--- config.mk ---
export PLATFORM = sky130hd
export DESIGN_NAME = decade_timebase
export DESIGN_NICKNAME = d
export VERILOG_FILES = /design/src/rtl/timebase_pkg.sv /design/src/rtl/ref_prescaler.sv /design/src/rtl/bcd_decade.sv /design/src/rtl/decade_timebase.sv
export SDC_FILE = /design/constraint.sdc
export NUM_CORES = 1
export LEC_CHECK = 0
export BUFFER_PORTS_ARGS = -buffer_cell sky130_fd_sc_hd__buf_4
export CAP_MARGIN = 10
export CORE_MARGIN = 2
export CORE_UTILIZATION = 54
export DETAILED_ROUTE_END_ITERATION = 8
export PLACE_DENSITY = 0.79
export REMOVE_ABC_BUFFERS = 1
export SLEW_MARGIN = 20
export SYNTH_ARGS = -nofsm -noshare
export SYNTH_HDL_FRONTEND = slang
export SYNTH_SLANG_ARGS = --single-unit
--- constraint.sdc ---
create_clock -name clk -period 2.65 [get_ports clk]
set_input_delay 0.795 -clock clk [delete_from_list [all_inputs] [get_ports clk]]
set_output_delay 0.795 -clock clk [all_outputs]
set_load 0.02 [all_outputs]
--- src/rtl/timebase_pkg.sv ---
// Shared constants and types for the decade time base.
// Assumes BCD digits of four bits each.
package timebase_pkg;
    localparam int DIGIT_W       = 4;
    localparam int BCD_TOP       = 9;
    localparam int OUT_HIGH_FROM = 8;
    typedef logic [DIGIT_W-1:0] bcd_t;
endpackage

--- src/rtl/ref_prescaler.sv ---
// Divide-by-DIV prescaler stepped on falling edges of a sampled reference.
// Assumes the system clock samples ref_in at least twice per reference level.
// The output is high for the upper DIV/2 counts. clear holds the count at zero.
module ref_prescaler #(
    parameter int DIV = 5
) (
    input  logic clk,
    input  logic rst_n,
    input  logic ref_in,
    input  logic clear,
    output logic div_out
);
    localparam int CW      = $clog2(DIV);
    localparam int HI_FROM = DIV - DIV / 2;

    logic          ref_q;
    logic [CW-1:0] cnt;
    logic          fall;

    assign fall = ref_q & ~ref_in;

    // Keep the previous sample of the reference for edge detection.
    always_ff @(posedge clk) begin
        if (!rst_n) ref_q <= 1'b0;
        else        ref_q <= ref_in;
    end

    // Modulo-DIV count, held at zero while cleared.
    always_ff @(posedge clk) begin
        if (!rst_n || clear)             cnt <= '0;
        else if (fall && cnt == CW'(DIV - 1)) cnt <= '0;
        else if (fall)                   cnt <= cnt + 1'b1;
    end

    assign div_out = (cnt >= CW'(HI_FROM));

    assert_cnt_range_R1: assert property (@(posedge clk) disable iff (!rst_n)
        cnt <= CW'(DIV - 1));
    assert_step_on_fall_R1: assert property (@(posedge clk) disable iff (!rst_n)
        fall && !clear |=> cnt != $past(cnt));
    assert_clear_low_R2: assert property (@(posedge clk) disable iff (!rst_n)
        clear |=> !div_out);
endmodule

--- src/rtl/bcd_decade.sv ---
// One BCD decade of the counting chain.
// Assumes adv is a one-cycle enable. load has priority over adv, and load
// and reset put PRESET into the digit.
module bcd_decade
    import timebase_pkg::*;
#(
    parameter int PRESET = 0
) (
    input  logic clk,
    input  logic rst_n,
    input  logic load,
    input  logic adv,
    output bcd_t digit,
    output logic dout
);
    // Preset, wrap at nine, or step on enable.
    always_ff @(posedge clk) begin
        if (!rst_n || load)                    digit <= bcd_t'(PRESET);
        else if (adv && digit == bcd_t'(BCD_TOP)) digit <= '0;
        else if (adv)                          digit <= digit + 1'b1;
    end

    assign dout = (digit >= bcd_t'(OUT_HIGH_FROM));

    assert_digit_range_R5: assert property (@(posedge clk) disable iff (!rst_n)
        digit <= bcd_t'(BCD_TOP));
    assert_preset_R7: assert property (@(posedge clk) disable iff (!rst_n)
        load |=> digit == bcd_t'(PRESET));
    assert_hold_R6: assert property (@(posedge clk) disable iff (!rst_n)
        !load && !adv |=> $stable(digit));
    assert_fall_on_wrap_R8: assert property (@(posedge clk) disable iff (!rst_n)
        $fell(dout) && $past(rst_n) && !$past(load) |-> $past(digit) == bcd_t'(BCD_TOP));
endmodule

--- src/rtl/decade_timebase.sv ---
// Reference-selectable decade time base: prescaler, reference gate, decade chain.
// Assumes clk is at least four times the fastest reference. The chain steps
// on falling edges of gated_ref. Carries pass through the chain in the same cycle.
module decade_timebase
    import timebase_pkg::*;
#(
    parameter int NUM_DEC = 7,
    parameter int PRE_DIV = 5
) (
    input  logic                       clk,
    input  logic                       rst_n,
    input  logic                       ref_5m,
    input  logic                       ext_ref,
    input  logic                       ext_sel,
    input  logic                       internal_en,
    input  logic                       chain_reset,
    output logic                       mon_1m,
    output logic                       gated_ref,
    output logic [NUM_DEC-1:0]         decade_out,
    output logic [NUM_DEC*DIGIT_W-1:0] digits,
    output logic                       gate_timing
);
    logic         pre_out;
    logic         sel_ref;
    logic         gate_q;
    logic         chain_step;
    logic [NUM_DEC-1:0] adv;
    bcd_t         dig [NUM_DEC];

    ref_prescaler #(.DIV(PRE_DIV)) u_pre (
        .clk     (clk),
        .rst_n   (rst_n),
        .ref_in  (ref_5m),
        .clear   (ext_sel),
        .div_out (pre_out)
    );

    // Reference selection, monitor and NAND gate.
    assign sel_ref   = ext_sel ? ext_ref : pre_out;
    assign mon_1m    = ~ext_sel & pre_out;
    assign gated_ref = ~(sel_ref & internal_en);

    // Keep the previous gate level for falling-edge detection.
    always_ff @(posedge clk) begin
        if (!rst_n) gate_q <= 1'b0;
        else        gate_q <= gated_ref;
    end

    assign chain_step = gate_q & ~gated_ref;

    for (genvar i = 0; i < NUM_DEC; i++) begin : g_dec
        if (i == 0) begin : g_first
            assign adv[i] = chain_step;
        end else begin : g_rest
            assign adv[i] = adv[i-1] & (dig[i-1] == bcd_t'(BCD_TOP));
        end
        bcd_decade #(.PRESET(i == 0 ? 0 : BCD_TOP)) u_dec (
            .clk   (clk),
            .rst_n (rst_n),
            .load  (chain_reset),
            .adv   (adv[i]),
            .digit (dig[i]),
            .dout  (decade_out[i])
        );
        assign digits[i*DIGIT_W +: DIGIT_W] = dig[i];
    end

    assign gate_timing = decade_out[NUM_DEC-1];

    assert_gate_block_R4: assert property (@(posedge clk) disable iff (!rst_n)
        !internal_en && !chain_reset |=> $stable(digits));
endmodule

==> flow_metrics.tcl <==
set metrics [dict create \
    setup_violations 0 \
    r2r_end "g_dec[5].u_dec.digit[0]$_SDFFE_PP1P_" \
    clock-sinks 33 \
    worst-setup-path-type "reg -> out" \
    tightest_slew_ps 690 \
    grt_pass1_wl_mm 7.76 \
    power_frac_seq 0.539 \
    netlist_area_um2 2120 \
    num_vias 1862 \
    grt_overflow_total 0 \
    rsz0062_at_grt "no" \
    dr.pass1.iters 4 \
    synth_edf_count 0 \
    pwr_density_cell_nw_per_um2 374 \
    dp_cells 311 \
    ant_nets 0 \
    tritoncts "yes" \
    async_flop_share 0 \
    synth_warnings 0 \
    cts_buffer_depth 2 \
    hp-class "reg -> reg" \
    antenna_found_initial 0 \
    critPathMaxFanout 5 \
    critical_path.endpoint "gated_ref" \
    status "finished clean" \
    whs_path_depth 2 \
    pin_count 45 \
    finalMaxSlewViolations 0 \
    nets 301 \
    slew-limit-headroom 0.540 \
    row_count 22 \
    p_int_uw 719 \
    die_area_um2 4440 \
    drive_gt1_frac 0.233 \
    r2r_cells 5 \
    globalRouteTotalUtil 0.228 \
    finalNonFillerCells 318 \
    cts.clk_slew.worst_paths_ps 70 \
    dieHeight_um 66.7 \
    p_sw_frac 0.225 \
    rrSetupSlack_ps 570 \
    hold_buffers 0 \
    place_hpwl_mm 3.27 \
    fin_crit_sh 0.955 \
    finClkSkew_ps 5.73 \
    fin_setup_tns_ps 0 \
    peakVddDrop_v 0.000293 \
    cts_buffers 5 \
    initial_core_util 0.570 \
    numPortBuffers 44 \
    cts.htree.levels 2 \
    r2r-start "g_dec[1].u_dec.digit[0]$_SDFFE_PP1P_" \
    synth_area_leaders "dfxtp_1 (31%), ha_1 (14%), inv_1 (3.4%)" \
    cp_data_arrival_time_ps 1730 \
    leakage_nw 1.09 \
    yosysSeqAreaShare 0.312 \
    combPwrFrac 0.040 \
    synth_top_area_frac 0.312 \
    p_switching_uw 209 \
    avgRoutedWirePerCell_um 14.5 \
    drv_cap 0 \
    max_freq_mhz 395 \
    finish.utilization 0.668 \
    via_per_inst 5.86 \
    dieWidth_um 66.7 \
    cp-end-kind "primary output" \
    ys_seq_elements 33 \
    syn_inst 239 \
    yosysUniqueCellTypes 46 \
    design_area_um2 2480 \
    gp_congestion 0.790 \
    synthFlopType "dfxtp_1" \
    synth.largest_area_cell "dfxtp_1" \
    drt-total-wl_mm 4.62 \
    grt_pass1_vias 1737 \
    startpoint_type "flip-flop" \
    dpl_cell_area_um2 2390 \
    hold_viol 0 \
    p_clk_frac 0.421 \
    coreArea_um2 3720 \
    root_buffer "clkbuf_8" \
    grt_max_degree 24 \
    drt_iter0_markers 100 \
    post_cts.repair.setup_buffers 0 \
    antennaDiodeCount 0 \
    cp.required_ps 1860 \
    crit_start "u_pre.cnt[1]$_SDFFE_PP0P_" \
    avgSynthCellArea_um2 8.87 \
    areaGrowthSynthToFinish_pct 17.1 \
    remaining_drc_errors 0 \
    clk_latency_ps 290 \
    fin_crit_ps 2530 \
    hold_ws_ps 520 \
]
## how the worst min path moves through the flow
| stage | from | endpoint | slack [ps] |
|---|---|---|---|
| 3_3_place_gp | g_dec[2].u_dec.digit[2]$_SDFFE_PP0N_ | g_dec[2].u_dec.digit[2]$_SDFFE_PP0N_ | 500 |
| 4_1_cts | g_dec[2].u_dec.digit[2]$_SDFFE_PP0N_ | g_dec[2].u_dec.digit[2]$_SDFFE_PP0N_ | 520 |
| 5_1_grt | g_dec[2].u_dec.digit[2]$_SDFFE_PP0N_ | g_dec[2].u_dec.digit[2]$_SDFFE_PP0N_ | 540 |
| 2_1_floorplan | u_pre.cnt[2]$_SDFFE_PP0P_ | u_pre.cnt[2]$_SDFFE_PP0P_ | 550 |
| 6_report | g_dec[2].u_dec.digit[2]$_SDFFE_PP0N_ | g_dec[2].u_dec.digit[2]$_SDFFE_PP0N_ | 520 |
| 3_5_place_dp | g_dec[2].u_dec.digit[2]$_SDFFE_PP0N_ | g_dec[2].u_dec.digit[2]$_SDFFE_PP0N_ | 510 |
## critical path: stages, from the launching register on
cell      delay [ps]
dfxtp_1          350
ha_1             190
ha_1             190
a2111o_1         440
nand3_2          130
buf_4            150
## cells in the final DEF, fill, tap and decap left out, types with 2 or more instances in the layout
cell,n
nand2b_1,4
a22oi_1,2
nand3_1,9
nand2_1,14
nor2b_1,2
and3b_1,5
xnor2_1,2
o31ai_1,6
nor3_1,4
nand3_2,4
and3_1,2
and2_1,6
mux2i_1,7
dfxtp_1,33
o21ai_0,6
ha_1,24
or3_1,7
nand3b_1,3
a211oi_1,2
buf_4,47
o211ai_1,2
a211o_1,4
nand4_1,10
nor2_1,7
inv_1,19
nor4_1,6
o311ai_0,5
clkbuf_8,6
a21oi_1,7
## per-layer routing
metal  part of all wire  track usage  wire length (µm)
met5                  0            0                 0
met4              0.019       0.0842                90
met3              0.047       0.0557               217
met2               0.48        0.391              2230
met1               0.45        0.275              2090
## stage by stage
stage | total power [mW] | worst slack (ps)
after detailed placement | 0.548 | 260
after global placement | 0.547 | 271
after floorplan | 0.530 | 457
after CTS | 0.931 | 82.1
final | 0.928 | 120
after global routing | 0.959 | 25.2
## cells in the mapped netlist, types with 2 or more instances
cell type,number
and3b_1,5
or3_1,7
nand2b_1,4
nand2_1,14
nand3b_1,3
dfxtp_1,33
o311ai_0,5
and3_1,2
inv_1,19
buf_2,2
mux2i_1,7
o31ai_1,6
nor4_1,6
nand4_1,10
nor2b_1,2
nor3_1,4
buf_4,7
a21oi_1,7
o211ai_1,2
and2_1,6
o21ai_0,6
nand3_1,10
nand3_2,3
a211oi_1,2
nor2_1,7
a22oi_1,2
a211o_1,4
clkbuf_1,11
ha_1,24
xnor2_1,2
buf_6,2
## area by class of cell
cell class / instances / area [µm²]
Sequential cell: 33 / 661
Inverter: 19 / 71.3
Tap cell: 48 / 60.1
Clock buffer: 7 / 86.3
Fill cell: 330 / 1230
Timing Repair Buffer: 47 / 353
Multi-Input combinational cell: 164 / 1250
## state kept, by name (all words and copies together), names as in the netlist
register           count
u_pre.ref_q            1
u_pre.cnt              3
gate_q                 1
g_dec.u_dec.digit     28
## cell families (layout without fill, tap and decap cells)
family / after synthesis / after routing / synth area share
DFF: 33 / 33 / 0.312
AOI/OAI and AO/OA: 42 / 42 / 0.147
xor gates and xnor gates: 2 / 2 / 0.00827
buffers and inverters: 42 / 73 / 0.100
muxes: 7 / 7 / 0.0331
and+or+nand+nor: 89 / 89 / 0.258
adders and majority gates: 24 / 24 / 0.142
## power by group through the flow
stage               sequential, mW  clock [mW]  combinational (mW)
CTS                          0.500       0.394              0.0364
detailed placement           0.512           0              0.0363
floorplan                    0.511           0              0.0188
finish                       0.501       0.391              0.0371
global route                 0.501       0.418              0.0411
global placement             0.512           0              0.0357
## repair_timing
action | in CTS | in global routing
gates resized for setup | 0 | 1
hold endpoints to repair | 0 | 0
setup endpoints to repair | 0 | 1
Note: power is estimated with default switching activity, not from simulation.
